`src/rtl/gpio_port_pkg.sv`:
```
package gpio_port_pkg;

  // Register targeted by a bus access
  typedef enum logic [1:0] {
    ACC_NONE = 2'd0,
    ACC_DATA = 2'd1,
    ACC_DIR  = 2'd2
  } acc_target_e;

endpackage

```
`src/rtl/gpio_bus_decode.sv`:
```
module gpio_bus_decode
  import gpio_port_pkg::*;
#(
  parameter int NUM_LINES = 8,
  parameter int ADDR_W    = 12
) (
  input  logic                 bus_en,
  input  logic                 bus_we,
  input  logic [ADDR_W-1:0]    bus_addr,
  output acc_target_e          target,
  output logic [NUM_LINES-1:0] addr_mask,
  output logic                 data_wr,
  output logic                 dir_wr
);

  localparam int WIN_BITS = NUM_LINES + 2;
  localparam logic [ADDR_W-1:0] DIR_OFF = ADDR_W'(1) << WIN_BITS;

  logic in_window;
  logic unused_addr_lo;

  function automatic acc_target_e decode_target(input logic [ADDR_W-1:0] a);
    if (a[ADDR_W-1:WIN_BITS] == '0) return ACC_DATA;
    else if (a == DIR_OFF)          return ACC_DIR;
    else                            return ACC_NONE;
  endfunction

  assign unused_addr_lo = ^bus_addr[1:0];
  assign in_window      = (bus_addr[ADDR_W-1:WIN_BITS] == '0);
  assign target         = decode_target(bus_addr);
  assign addr_mask      = bus_addr[WIN_BITS-1:2];
  assign data_wr        = bus_en && bus_we && (target == ACC_DATA);
  assign dir_wr         = bus_en && bus_we && (target == ACC_DIR);

  always_comb begin
    assert (!(in_window && target != ACC_DATA)) else $error("window decode mismatch");
  end

endmodule

```
`src/rtl/gpio_in_sync.sv`:
```
module gpio_in_sync #(
  parameter int NUM_LINES = 8,
  parameter int STAGES    = 1
) (
  input  logic                 clk,
  input  logic                 rst_n,
  input  logic [NUM_LINES-1:0] pin_in,
  output logic [NUM_LINES-1:0] pin_q
);

  logic [NUM_LINES-1:0] stage_q [STAGES];

  for (genvar s = 0; s < STAGES; s++) begin : g_stage
    if (s == 0) begin : g_first
      always_ff @(posedge clk or negedge rst_n) begin
        if (!rst_n) stage_q[s] <= '0;
        else        stage_q[s] <= pin_in;
      end
    end else begin : g_next
      always_ff @(posedge clk or negedge rst_n) begin
        if (!rst_n) stage_q[s] <= '0;
        else        stage_q[s] <= stage_q[s-1];
      end
    end
  end

  assign pin_q = stage_q[STAGES-1];

endmodule

```
`src/rtl/gpio_data_reg.sv`:
```
module gpio_data_reg #(
  parameter int NUM_LINES = 8
) (
  input  logic                 clk,
  input  logic                 rst_n,
  input  logic                 dir_wr,
  input  logic                 data_wr,
  input  logic [NUM_LINES-1:0] wr_mask,
  input  logic [NUM_LINES-1:0] wdata,
  input  logic [NUM_LINES-1:0] pin_q,
  output logic [NUM_LINES-1:0] dir_q,
  output logic [NUM_LINES-1:0] data_q
);

  // Bits a data write may change: masked by address and limited to outputs
  logic [NUM_LINES-1:0] wr_bits;
  logic [NUM_LINES-1:0] data_next;

  function automatic logic [NUM_LINES-1:0] merge_data(
    input logic [NUM_LINES-1:0] cur,
    input logic [NUM_LINES-1:0] dir,
    input logic [NUM_LINES-1:0] wbits,
    input logic [NUM_LINES-1:0] wval,
    input logic [NUM_LINES-1:0] pins
  );
    return (pins & ~dir) | (cur & dir & ~wbits) | (wval & wbits);
  endfunction

  assign wr_bits   = data_wr ? (wr_mask & dir_q) : '0;
  assign data_next = merge_data(data_q, dir_q, wr_bits, wdata, pin_q);

  always_ff @(posedge clk or negedge rst_n) begin
    if (!rst_n) begin
      dir_q  <= '0;
      data_q <= '0;
    end else begin
      if (dir_wr) dir_q <= wdata;
      data_q <= data_next;
    end
  end

  AST_IN_FOLLOW: assert property (@(posedge clk) disable iff (!rst_n)
    1'b1 |=> ((data_q & ~$past(dir_q)) == ($past(pin_q) & ~$past(dir_q))));
  AST_WR_LIMIT: assert property (@(posedge clk) disable iff (!rst_n)
    1'b1 |=> (((data_q ^ $past(data_q)) & $past(dir_q) & ~$past(wr_bits)) == '0));
  AST_DIR_HOLD: assert property (@(posedge clk) disable iff (!rst_n)
    !dir_wr |=> $stable(dir_q));
  AST_DIR_LOAD: assert property (@(posedge clk) disable iff (!rst_n)
    dir_wr |=> (dir_q == $past(wdata)));

endmodule

```
`src/rtl/gpio_out_resolve.sv`:
```
module gpio_out_resolve #(
  parameter int                   NUM_LINES   = 8,
  parameter logic [NUM_LINES-1:0] PULLUP_MASK = '1,
  parameter logic [NUM_LINES-1:0] PULLDN_MASK = '0
) (
  input  logic                 clk,
  input  logic                 rst_n,
  input  logic [NUM_LINES-1:0] dir_q,
  input  logic [NUM_LINES-1:0] data_q,
  output logic [NUM_LINES-1:0] pin_out,
  output logic [NUM_LINES-1:0] out_chg
);

  logic [NUM_LINES-1:0] out_q;
  logic [NUM_LINES-1:0] chg_q;
  logic [NUM_LINES-1:0] out_next;
  logic [NUM_LINES-1:0] up_in;
  logic [NUM_LINES-1:0] dn_in;
  logic [NUM_LINES-1:0] float_in;

  // Output first, then pull-up, then pull-down, else hold
  function automatic logic resolve_line(
    input logic is_out, input logic dbit, input logic up,
    input logic dn, input logic prev
  );
    if (is_out)  return dbit;
    else if (up) return 1'b1;
    else if (dn) return 1'b0;
    else         return prev;
  endfunction

  assign up_in    = PULLUP_MASK & ~dir_q;
  assign dn_in    = PULLDN_MASK & ~PULLUP_MASK & ~dir_q;
  assign float_in = ~(PULLUP_MASK | PULLDN_MASK) & ~dir_q;

  for (genvar i = 0; i < NUM_LINES; i++) begin : g_line
    assign out_next[i] = resolve_line(dir_q[i], data_q[i], PULLUP_MASK[i],
                                      PULLDN_MASK[i], out_q[i]);
    always_ff @(posedge clk or negedge rst_n) begin
      if (!rst_n) begin
        out_q[i] <= PULLUP_MASK[i];
        chg_q[i] <= 1'b0;
      end else begin
        out_q[i] <= out_next[i];
        chg_q[i] <= out_next[i] ^ out_q[i];
      end
    end
  end

  assign pin_out = out_q;
  assign out_chg = chg_q;

  AST_OUT_DRIVE: assert property (@(posedge clk) disable iff (!rst_n)
    1'b1 |=> ((out_q & $past(dir_q)) == ($past(data_q) & $past(dir_q))));
  AST_PULL_UP: assert property (@(posedge clk) disable iff (!rst_n)
    1'b1 |=> ((out_q & $past(up_in)) == $past(up_in)));
  AST_PULL_DN: assert property (@(posedge clk) disable iff (!rst_n)
    1'b1 |=> ((out_q & $past(dn_in)) == '0));
  AST_FLOAT_KEEP: assert property (@(posedge clk) disable iff (!rst_n)
    1'b1 |=> (((out_q ^ $past(out_q)) & $past(float_in)) == '0));
  AST_CHG_PULSE: assert property (@(posedge clk) disable iff (!rst_n)
    1'b1 |=> (chg_q == (out_q ^ $past(out_q))));

endmodule

```
`src/rtl/gpio_masked_port.sv`:
```
module gpio_masked_port
  import gpio_port_pkg::*;
#(
  parameter int                   NUM_LINES   = 8,
  parameter int                   ADDR_W      = 12,
  parameter int                   SYNC_STAGES = 1,
  parameter logic [NUM_LINES-1:0] PULLUP_MASK = '1,
  parameter logic [NUM_LINES-1:0] PULLDN_MASK = '0
) (
  input  logic                 clk,
  input  logic                 rst_n,
  input  logic                 bus_en,
  input  logic                 bus_we,
  input  logic [ADDR_W-1:0]    bus_addr,
  input  logic [NUM_LINES-1:0] bus_wdata,
  output logic [NUM_LINES-1:0] bus_rdata,
  input  logic [NUM_LINES-1:0] pin_in,
  output logic [NUM_LINES-1:0] pin_out,
  output logic [NUM_LINES-1:0] out_chg
);

  acc_target_e          target;
  logic [NUM_LINES-1:0] addr_mask;
  logic                 data_wr;
  logic                 dir_wr;
  logic [NUM_LINES-1:0] pin_q;
  logic [NUM_LINES-1:0] dir_q;
  logic [NUM_LINES-1:0] data_q;
  logic                 rd_strobe;

  gpio_bus_decode #(.NUM_LINES(NUM_LINES), .ADDR_W(ADDR_W)) u_decode (
    .bus_en    (bus_en),
    .bus_we    (bus_we),
    .bus_addr  (bus_addr),
    .target    (target),
    .addr_mask (addr_mask),
    .data_wr   (data_wr),
    .dir_wr    (dir_wr)
  );

  gpio_in_sync #(.NUM_LINES(NUM_LINES), .STAGES(SYNC_STAGES)) u_sync (
    .clk    (clk),
    .rst_n  (rst_n),
    .pin_in (pin_in),
    .pin_q  (pin_q)
  );

  gpio_data_reg #(.NUM_LINES(NUM_LINES)) u_regs (
    .clk     (clk),
    .rst_n   (rst_n),
    .dir_wr  (dir_wr),
    .data_wr (data_wr),
    .wr_mask (addr_mask),
    .wdata   (bus_wdata),
    .pin_q   (pin_q),
    .dir_q   (dir_q),
    .data_q  (data_q)
  );

  gpio_out_resolve #(
    .NUM_LINES  (NUM_LINES),
    .PULLUP_MASK(PULLUP_MASK),
    .PULLDN_MASK(PULLDN_MASK)
  ) u_resolve (
    .clk     (clk),
    .rst_n   (rst_n),
    .dir_q   (dir_q),
    .data_q  (data_q),
    .pin_out (pin_out),
    .out_chg (out_chg)
  );

  assign rd_strobe = bus_en && !bus_we;

  always_comb begin
    bus_rdata = '0;
    if (rd_strobe) begin
      unique case (target)
        ACC_DATA: bus_rdata = data_q & addr_mask;
        ACC_DIR:  bus_rdata = dir_q;
        default:  bus_rdata = '0;
      endcase
    end
  end

  AST_RD_MASK: assert property (@(posedge clk) disable iff (!rst_n)
    (rd_strobe && target == ACC_DATA) |-> ((bus_rdata & ~addr_mask) == '0));
  AST_RD_OTHER: assert property (@(posedge clk) disable iff (!rst_n)
    (bus_en && target == ACC_NONE) |-> (bus_rdata == '0));
  AST_NO_RD_IDLE: assert property (@(posedge clk) disable iff (!rst_n)
    !rd_strobe |-> (bus_rdata == '0));

endmodule

```
`config.mk`:
```
export PLATFORM = sky130hd
export DESIGN_NAME = gpio_masked_port
export DESIGN_NICKNAME = d
export VERILOG_FILES = /design/src/rtl/gpio_port_pkg.sv /design/src/rtl/gpio_bus_decode.sv /design/src/rtl/gpio_in_sync.sv /design/src/rtl/gpio_data_reg.sv /design/src/rtl/gpio_out_resolve.sv /design/src/rtl/gpio_masked_port.sv
export SDC_FILE = /design/constraint.sdc
export NUM_CORES = 1
export LEC_CHECK = 0
export ABC_AREA = 1
export BUFFER_PORTS_ARGS = -buffer_cell sky130_fd_sc_hd__buf_4
export CAP_MARGIN = 30
export CORE_MARGIN = 4
export CORE_UTILIZATION = 36
export DETAILED_ROUTE_END_ITERATION = 7
export PLACE_DENSITY_LB_ADDON = 0.1
export SLEW_MARGIN = 10
export SYNTH_ARGS = -nofsm -noshare
export SYNTH_HDL_FRONTEND = slang
export SYNTH_HIERARCHICAL = 1
export SYNTH_SLANG_ARGS = --single-unit
```
`constraint.sdc`:
```
create_clock -name clk -period 2.42 [get_ports clk]
set_input_delay 0.605 -clock clk [delete_from_list [all_inputs] [get_ports clk]]
set_output_delay 0.605 -clock clk [all_outputs]
set_load 0.01 [all_outputs]
```
==> metrics.yaml, run 1 <==
run_status:
  outcome: "finished, final reports clean"
layout:
  synthToLayoutAreaGrowth_pct: 40.6
  final_layout_size_suffix_gt1_share_pct: 47.6
  postLayoutCellArea_um2: 2710
  insertedDiodeCount: 0
  layout.core_utilization_pct: 52.7
  fin_nets: 327
logic_synthesis:
  synthesis.nets: 254
  sequential_fraction_of_the_synthesis_area_pct: 52.4
  synth_flop_cell: "dfrtp_1"
  synth_cell_type_count: 19
  synth_enable_flop_cells: 0
  yosysTopAreaCell: "dfrtp_1"
  syn-cell-area_um2: 1930
  synthDominantCellAreaShare_pct: 41.5
  synth.cells.most_frequent: "nand2_1 (52), inv_1 (37), dfrtp_1 (32), nand3_1 (27)"
  synth_area_leaders: "dfrtp_1 (42%), dfstp_2 (11%), nand2_1 (10%), inv_1 (7.2%), nand3_1 (7.0%)"
  syn-mean-instance-area_um2: 8.76
  ys_ff_latch: 40
  yosysWarningCount: 6
  netlist_instances: 220
  post-synth-top-count-cell: "nand2_1"
  ys_async_sr_fraction_pct: 100
timing:
  totalNegativeSetupSlack_ns: 0
  maxSlewHeadroom_pct: 66.4
  final-hold-violation-count: 0
  worst-slew-pin-transition_ns: 0.505
  rsz0062_at_grt: "true"
  max_freq_ghz: 0.414
  final_setup_violating_endpoints: 0
  drv_slew: 0
  timing.clock.skew_ns: 0.00509
  period_minus_ws_final_ns: 2.42
  post_route_clock_period_utilization_pct: 99.9
die:
  initial_core_util_pct: 37.5
  die_w_um: 81.2
  placeableCoreArea_um2: 5140
  pin_count: 56
  die_height_um: 81.2
  placement_rows: 26
  area_of_the_die_um2: 6590
power:
  p_sw_share_pct: 28.6
  internal_dissipation_w: 0.00129
  power.combinational.fraction_pct: 25.5
  worst_ir_drop_vdd_uv: 346
  sequentialPowerShare_pct: 49.6
  p_clk_share_pct: 24.9
  total_switching_power_w: 0.000516
  power_density_nw_per_um2: 667
  power.static_leakage_nw: 1.35
worst_setup_path:
  critPathKind: "input port to primary output"
  critical_path.max_fanout: 8
  worst-path-stages: 10
  worst_r2r_endpoint: "u_regs/data_q[6]$_DFF_PN0_"
  critical_path.endpoint_type: "primary output"
  required_ns: 1.81
  critical_path.startpoint_type: "input port"
  r2r_start: "u_regs/dir_q[6]$_DFFE_PN0P_"
  worstSetupStartpoint: "bus_addr[1]"
  critical_path.cell_chain: "buf_6 > nor2_4 > and2_4 > nand3_2 > inv_2 > ha_4 > inv_2 > nand3_4 > a21oi_2 > buf_4"
  path_common_cell: "inv_2"
  timing.reg2reg.worst_path_depth: 4
  worst-endpoint-arrival_ns: 1.81
  crit_buf_inv: 4
  critical_path.top_delay_family: "simple AND/OR/NAND/NOR gates"
  timing.critical_path.slowest_cell_delay_ns: 0.19
  worst-r2r-setup-slack_ns: 1.60
  worst_path_max_delay_cell: "ha_4"
  worst_setup_endpoint: "bus_rdata[3]"
cts:
  number_of_sinks_handled_by_clock_tree_synthesis: 40
  cts_max_path_buffers: 2
  cts_tree: "done"
  cts_root_buffer: "clkbuf_8"
  cts.htree.levels: 2
  clk_slew_on_worst_s_h_paths_ns: 0.08
  tritoncts.num_buffers: 5
  insertion_delay_ns: 0.28
grt:
  use_met2_pct: 23.5
  global_route.usage.met1_pct: 17.7
  first_global_vias: 1557
  top_usage_layer: "met2"
  use_met3_pct: 3.99
  antenna_found_initial: 0
  grt-ovfl-total: 0
  grt_usage_pct: 14.1
  grt_start_max_net_pins: 41
  grt_first_pass_wirelength_um: 7030
route:
  avgRoutedWirePerCell_um: 12.0
  drt_drc_violations_left: 0
  drtPass1Iterations: 4
  route.vias.total: 1641
  postRouteWirelength_um: 4380
  route.antenna.remaining_nets: 0
  vias_per_cell: 4.51
  detail_route.iter0.violations: 86
placement:
  placed_cell_area_um2: 2450
  port_buffers: 55
  dpl.hpwl_um: 3130
  routabilityCongestion: 0.780
job:
  max_cap_viol_count: 0
hold_path:
  hp-class: "input port to async pin"
stage by stage:
step / hold slack [ns] / std cells / setup slack (ns) / power [W]
after CTS: 0.301 / 364 / 0.00130 / 0.00182
after floorplan: 0.309 / 220 / 0.235 / 0.00112
after global routing: 0.324 / 364 / -0.0614 / 0.00193
after detailed placement: 0.448 / 349 / -0.148 / 0.00136
after global placement: 0.458 / 349 / -0.149 / 0.00135
final: 0.281 / 364 / 0.00244 / 0.00181
what timing repair did:
item,4_1_cts,5_1_grt
endpoints found under the hold margin,0,0
setup endpoints to repair,8,13
hold buffers,0,0
resized for setup,24,15
pin swaps,10,7
setup buffers,7,0
cell families after synthesis:
kind of cell / after synthesis / synth area share [%]
buf+inv: 50 / 13.0
compound gates: 16 / 4.15
fa+ha+maj: 2 / 1.30
flops: 40 / 52.4
simple gates: 112 / 29.1
registers in the layout, indices dropped and copies added, names as in the netlist:
register / count
u_resolve/pin_out: 8
u_resolve/out_chg: 8
u_sync/pin_q: 8
u_regs/data_q: 8
u_regs/dir_q: 8
cells in the final DEF, fill, tap and decap left out:
master    instances
o21ai_0           8
clkbuf_1          2
inv_2             9
nor2_4            5
nand2_2          14
nand4_1           8
ha_4              1
nor2_1            1
nor3_2            1
clkbuf_8          6
nand2_1          48
and2_4            1
dfrtp_1          32
buf_4            71
buf_6             8
nand3_1          27
dfstp_2           8
ha_2              1
nand3_4           1
a21oi_2           8
inv_1            28
nand3_2           6
per-layer routing:
layer	part of all wire (%)	vias up
met4	0.59	0
li1	-	831
met3	5.8	4
met5	0	-
met1	43	766
met2	50	40
power groups by stage:
stage / logic, W / registers [W] / clock network, W
finish: 0.000461 / 0.000896 / 0.000450
floorplan: 0.000185 / 0.000940 / 0
global placement: 0.000447 / 0.000907 / 0
detailed placement: 0.000453 / 0.000907 / 0
CTS: 0.000463 / 0.000897 / 0.000463
global route: 0.000519 / 0.000913 / 0.000497
worst min path at each step:
stage	from	slack (ns)	end	depth (start not counted)
floorplan	rst_n	0.31	u_regs/data_q[0]$_DFF_PN0_	0
global placement	u_sync/pin_q[6]$_DFF_PN0_	0.46	u_regs/data_q[6]$_DFF_PN0_	2
detailed placement	u_sync/pin_q[7]$_DFF_PN0_	0.45	u_regs/data_q[7]$_DFF_PN0_	2
CTS	rst_n	0.30	u_resolve/out_chg[4]$_DFF_PN0_	1
global route	rst_n	0.32	u_regs/dir_q[1]$_DFFE_PN0P_	1
finish	rst_n	0.28	u_resolve/out_chg[4]$_DFF_PN0_	1
layout make-up:
type,instances,area (um2)
clock buffers,8,90.1
fillers,504,2430
well taps,70,87.6
multi-input cells,130,759
inverters,37,139
flip-flops and latches,40,1010
repair buffers,79,623
(Power assumes the default switching activity.)
==> run 2: changes to the inputs <==
--- a/config.mk
+++ b/config.mk
@@ -12,6 +12,7 @@
 export CORE_UTILIZATION = 36
 export DETAILED_ROUTE_END_ITERATION = 7
 export PLACE_DENSITY_LB_ADDON = 0.1
+export SETUP_SLACK_MARGIN = 0.15
 export SLEW_MARGIN = 10
 export SYNTH_ARGS = -nofsm -noshare
 export SYNTH_HDL_FRONTEND = slang
==> run 2 against run 1 <==
Compared with the run above:
- highest routed layer unchanged
- register-to-register slack about the same
- cell count increased by 0.27%
- flip-flop and latch count unchanged
- fmax about the same
- first-iteration DRC count decreased by 9.3%
- clock power about the same
- largest cell class unchanged
- combinational power about the same
- count of clock-buffer cells in the layout unchanged
- sequential power about the same
- die area unchanged
- sequential share of layout area decreased by 0.15 points
==> metrics.yaml, run 2 (same netlist as run 1, synthesis figures left out) <==
run_status:
  outcome: "finished, final reports clean"
placement:
  routabilityCongestion: 0.780
  port_buffers: 55
  preCtsSetupSlack_ns: -0.148
  dpl.hpwl_um: 3130
die:
  die_height_um: 81.2
  die_w_um: 81.2
  initial_core_util_pct: 37.5
  placement_rows: 26
  area_of_the_die_um2: 6590
  pin_count: 56
  placeableCoreArea_um2: 5140
power:
  worst_ir_drop_vdd_uv: 345
  power.static_leakage_nw: 1.35
  power_density_nw_per_um2: 663
hold_path:
  hp-class: "input port to async pin"
worst_setup_path:
  timing.reg2reg.worst_path_depth: 3
  r2r_start: "u_regs/dir_q[5]$_DFFE_PN0P_"
  required_ns: 1.81
  timing.critical_path.slowest_cell_delay_ns: 0.19
  worst_path_max_delay_cell: "ha_4"
  worst_r2r_endpoint: "u_regs/data_q[5]$_DFF_PN0_"
  worst-r2r-setup-slack_ns: 1.59
  critPathKind: "input port to primary output"
  worst-endpoint-arrival_ns: 1.81
  critical_path.cell_chain: "buf_6 > nor2_4 > and2_4 > nand3_2 > inv_2 > ha_4 > inv_2 > nand3_4 > a21oi_2 > buf_4"
  path_common_cell: "inv_2"
  critical_path.endpoint_type: "primary output"
  critical_path.max_fanout: 8
  critical_path.startpoint_type: "input port"
timing:
  max_freq_ghz: 0.414
  drv_slew: 0
  period_minus_ws_final_ns: 2.42
  worst-slew-pin-transition_ns: 0.502
  totalNegativeSetupSlack_ns: 0
  final_setup_violating_endpoints: 0
  post_route_clock_period_utilization_pct: 99.8
  final-hold-violation-count: 0
  rsz0062_at_grt: "true"
  maxSlewHeadroom_pct: 66.5
  timing.clock.skew_ns: 0.00500
  final_worst_setup_slack_ns: 0.00425
route:
  postRouteWirelength_um: 4390
  avgRoutedWirePerCell_um: 12.0
  route.vias.total: 1665
  vias_per_cell: 4.56
  drt_drc_violations_left: 0
  detail_route.iter0.violations: 78
  route.antenna.remaining_nets: 0
  drtPass1Iterations: 4
grt:
  grt_first_pass_wirelength_um: 7030
  grt-ovfl-total: 0
  grt_usage_pct: 14.1
  antenna_found_initial: 0
  grt_start_max_net_pins: 41
  first_global_vias: 1557
cts:
  number_of_sinks_handled_by_clock_tree_synthesis: 40
  tritoncts.num_buffers: 5
  cts_hold_buf: 0
  cts_root_buffer: "clkbuf_8"
  insertion_delay_ns: 0.28
  cts_max_path_buffers: 2
  cts.htree.levels: 2
  cts_tree: "done"
  clk_slew_on_worst_s_h_paths_ns: 0.08
layout:
  synthToLayoutAreaGrowth_pct: 41.1
  insertedDiodeCount: 0
  final_layout_size_suffix_gt1_share_pct: 47.8
  layout_commonest_cell: "buf_4"
  layout_common_cells: "buf_4 (71), nand2_1 (48), dfrtp_1 (32)"
  fin_nets: 328
job:
  max_cap_viol_count: 0
-- run 2: cell count changes in the layout (fill, tap and decap cells not counted), sizes merged --
cell	change
buf	+1
-- run 2: routing by layer --
layer  share of wire, %  routed length [um]  global-route usage [%]  vias to the layer above
li1                   -                   -                       -                      833
met1                 44                1940                    17.7                      780
met2                 49                2160                    23.5                       46
met3                5.9                 259                    3.99                        6
met4               0.66                  29                    4.05                        0
met5                  0                   0                       0                        -
-- run 2: layout make-up --
cell class,count,area [um2]
fillers,507,2420
repair buffers,80,634
well taps,70,87.6
multi-input cells,130,759
clock buffers,8,90.1
flip-flops and latches,40,1010
inverters,37,139
-- run 2: what timing repair did --
item / 4_1_cts / 5_1_grt
setup endpoints to repair: 8 / 16
buffers inserted: 7 / 1
pin swaps: 10 / 8
gates resized for setup: 24 / 16
-- run 2: power breakdown --
| part | total, W | internal [W] | switching (W) | leakage [nW] |
|---|---|---|---|---|
| Clock | 0.000448 | 0.000233 | 0.000216 | 0.0455 |
| Sequential | 0.000896 | 0.000820 | 0.0000758 | 0.439 |
| Combinational | 0.000461 | 0.000237 | 0.000224 | 0.870 |
-- run 2: worst max-delay path by stage --
stage,start,end,slack (ns),cells past startpoint
after floorplan,bus_addr[4],bus_rdata[0],0.24,9
after CTS,bus_addr[8],bus_rdata[2],0.001,10
final,bus_addr[1],bus_rdata[2],0.004,10
after global placement,bus_addr[4],bus_rdata[2],-0.15,11
after detailed placement,bus_addr[5],bus_rdata[2],-0.15,11
after global routing,bus_addr[11],bus_rdata[0],-0.06,11
-- run 2: critical path, delay by kind of cell --
family,cells,cell delay [ns]
AOI/OAI and AO/OA,1,0.17
adders and majority gates,1,0.19
buffers and inverters,4,0.38
and+or+nand+nor,4,0.47
-- run 2: stage by stage --
stage                     utilization (%)  cells  hold WS, ns  power [W]  cell area [um2]
final                                52.9    365        0.279    0.00181             2720
after global placement               47.6    349        0.458    0.00135             2450
after global routing                 52.9    365        0.324    0.00193             2720
after floorplan                         -    220        0.309    0.00112             1930
after CTS                            51.8    364        0.301    0.00182             2660
after detailed placement             47.6    349        0.448    0.00136             2450
==> run 3: changes to the inputs <==
--- a/config.mk
+++ b/config.mk
@@ -16,5 +16,4 @@
 export SLEW_MARGIN = 10
 export SYNTH_ARGS = -nofsm -noshare
 export SYNTH_HDL_FRONTEND = slang
-export SYNTH_HIERARCHICAL = 1
 export SYNTH_SLANG_ARGS = --single-unit
==> run 3 against run 2 <==
Compared with the run above:
- combinational power fell by 75%
- wire length is 5.2% lower
- fmax increased by 8.9%
- first-iteration DRC count up 6.4%
- critical endpoint is now bus_rdata[6]
- critical path depth down 3
- non-clock buffer count shrank 16
- synthesized area fell by 9.0%
- synthesized cell count down 19%
- clock power is 6.3% higher
- sequential power shrank 23%
==> metrics.yaml, run 3 <==
layout:
  final_cells: 315
  synthToLayoutAreaGrowth_pct: 39.8
  fin_nets: 280
  layout_common_cells: "buf_4 (59), nand2_1 (35), dfrtp_1 (32)"
  layout_commonest_cell: "buf_4"
  final_layout_size_suffix_gt1_share_pct: 42.7
  insertedDiodeCount: 0
cts:
  insertion_delay_ns: 0.29
  clk_slew_on_worst_s_h_paths_ns: 0.07
  cts_hold_buf: 0
  cts_root_buffer: "clkbuf_8"
  cts_max_path_buffers: 2
  cts.htree.levels: 2
  cts_tree: "done"
  tritoncts.num_buffers: 5
  number_of_sinks_handled_by_clock_tree_synthesis: 40
placement:
  port_buffers: 55
  dpl.hpwl_um: 2870
  routabilityCongestion: 0.773
  placedCellCount: 301
timing:
  final-hold-violation-count: 0
  maxSlewHeadroom_pct: 65.9
  period_minus_ws_final_ns: 2.22
  rsz0062_at_grt: "false"
  drv_slew: 0
  max_freq_ghz: 0.451
  totalNegativeSetupSlack_ns: 0
  final_setup_violating_endpoints: 0
  worst-slew-pin-transition_ns: 0.512
  timing.clock.skew_ns: 0.00350
  post_route_clock_period_utilization_pct: 91.7
worst_setup_path:
  timing.critical_path.slowest_cell_delay_ns: 0.27
  critical_path.top_delay_family: "simple AND/OR/NAND/NOR gates"
  worst_path_max_delay_cell: "or2_4"
  critical_path.max_fanout: 8
  critical_path.cell_chain: "buf_8 > or2_4 > nor2_8 > buf_6 > nand3_2 > a21oi_2 > buf_4"
  critical_path.endpoint_type: "primary output"
  worst-endpoint-arrival_ns: 1.61
  required_ns: 1.81
  critical_path.startpoint_type: "input port"
  crit_buf_inv: 3
  critPathKind: "input port to primary output"
logic_synthesis:
  post_synth_fa_ha_maj_area_fraction_pct: 0
  ys_async_sr_fraction_pct: 100
  netlist_instances: 178
  syn-mean-instance-area_um2: 9.85
  synth_top_family_by_area: "simple AND/OR/NAND/NOR gates"
  ys_ff_latch: 40
  syn-cell-area_um2: 1750
  synth-xor-area-share_pct: 3.99
  yosysWarningCount: 0
  synth_area_leaders: "dfrtp_1 (46%), dfstp_2 (12%), nand3_1 (8.3%), nand2_1 (7.9%), nand4_1 (4.6%)"
  synth_simple_gate_area_share_pct: 29.9
  post-synth-top-count-cell: "nand2_1"
  synth_cell_type_count: 19
  synth.area.mux_share_pct: 0
  yosysTopAreaCell: "dfrtp_1"
  synth.cells.most_frequent: "nand2_1 (37), dfrtp_1 (32), nand3_1 (29), inv_1 (14), nand4_1 (13)"
  sequential_fraction_of_the_synthesis_area_pct: 57.6
  synthesis.nets: 210
  synth-compound-area-share_pct: 3.99
  synth_flop_cell: "dfrtp_1"
  synthDominantCellAreaShare_pct: 45.6
  synth_enable_flop_cells: 0
die:
  placement_rows: 25
  placeableCoreArea_um2: 4720
  area_of_the_die_um2: 6050
  die_height_um: 77.8
  pin_count: 56
  die_w_um: 77.8
  initial_core_util_pct: 37.1
grt:
  first_global_vias: 1431
  antenna_found_initial: 0
  grt_first_pass_wirelength_um: 6780
  grt-ovfl-total: 0
  grt_start_max_net_pins: 41
  grt_usage_pct: 14.2
route:
  drt_drc_violations_left: 0
  route.vias.total: 1494
  avgRoutedWirePerCell_um: 13.2
  vias_per_cell: 4.74
  detail_route.iter0.violations: 83
  drtPass1Iterations: 4
  postRouteWirelength_um: 4160
  route.antenna.remaining_nets: 0
power:
  worst_ir_drop_vdd_uv: 268
  power_density_nw_per_um2: 523
  power.static_leakage_nw: 1.13
job:
  max_cap_viol_count: 0
hold_path:
  hp-class: "input port to async pin"
run_status:
  outcome: "finished, final reports clean"
-- run 3: cell count changes in the layout (fill, tap and decap cells not counted), sizes merged, moves of 6 or more --
| cell | previous run | this run |
|---|---|---|
| inv | 37 | 15 |
| nor2 | 6 | 12 |
| buf | 80 | 64 |
| o21ai | 8 | 0 |
| or2 | 0 | 9 |
| xor2 | 0 | 8 |
| nand2 | 62 | 37 |
-- run 3: worst register-to-register path, stage by stage (launching register included) --
cell and delay [ns]:
dfrtp_1 0.44, inv_1 0.08, or2_2 0.30, xor2_1 0.15
-- run 3: logic make-up after synthesis --
kind of cell	count (synthesis)
AOI/OAI and AO/OA	11
and+or+nand+nor	102
buffers and inverters	17
DFF	40
xor gates and xnor gates	8
-- run 3: what timing repair did --
action,in CTS,in global routing
pin swaps,0,7
cloned,0,1
setup endpoints to repair,1,8
gates resized for setup,0,14
buffers inserted,0,6
-- run 3: path summary, 6_finish.rpt --
path	from	to	slack, ns	cells past startpoint
worst max-delay path	bus_addr[8]	bus_rdata[6]	0.20	7
worst max register to register	u_regs.dir_q[6]$_DFFE_PN0P_	u_resolve.out_chg[6]$_DFF_PN0_	1.35	3
worst min-delay path	rst_n	u_resolve.out_chg[3]$_DFF_PN0_	0.28	1
max in group asynchronous	rst_n	u_resolve.pin_out[0]$_DFF_PN1_	1.76	1
worst min register to register	u_sync.pin_q[0]$_DFF_PN0_	u_regs.data_q[0]$_DFF_PN0_	0.47	2
min in group clk	pin_in[5]	u_sync.pin_q[5]$_DFF_PN0_	0.41	1
-- run 3: final cells by class --
cell class | count | area [um2]
Fill cell | 455 | 2270
Sequential cell | 40 | 1010
Multi-Input combinational cell | 122 | 702
Timing Repair Buffer | 64 | 503
Clock buffer | 7 | 96.3
Tap cell | 67 | 83.8
Inverter | 15 | 56.3
-- run 3: metrics by stage --
| stage | util (%) | setup WS, ns | cell area [um2] | hold WS, ns | power, W |
|---|---|---|---|---|---|
| 5_1_grt | 51.9 | 0.147 | 2450 | 0.320 | 0.00134 |
| 4_1_cts | 49.7 | 0.146 | 2350 | 0.300 | 0.00129 |
| 2_1_floorplan | - | 0.442 | 1750 | 0.309 | 0.000733 |
| 6_report | 51.9 | 0.202 | 2450 | 0.281 | 0.00128 |
| 3_5_place_dp | 47.7 | 0.141 | 2250 | 0.454 | 0.000808 |
| 3_3_place_gp | 47.7 | 0.143 | 2250 | 0.458 | 0.000807 |
-- run 3: report_power, final --
group / internal, W / total [W] / switching [W] / leakage [nW]
sequential: 0.000683 / 0.000691 / 0.00000806 / 0.494
clock: 0.000254 / 0.000476 / 0.000222 / 0.0503
combinational: 0.0000537 / 0.000114 / 0.0000603 / 0.584
total: 0.000991 / 0.00128 / 0.000291 / 1.13
-- run 3: routing by layer --
metal / GRT usage (%) / share of wire (%) / up-vias
met5: 0 / 0 / -
met4: 5.87 / 1.4 / 0
met3: 3.60 / 6.2 / 7
met2: 22.0 / 47 / 53
met1: 18.8 / 46 / 703
li1: - / - / 731
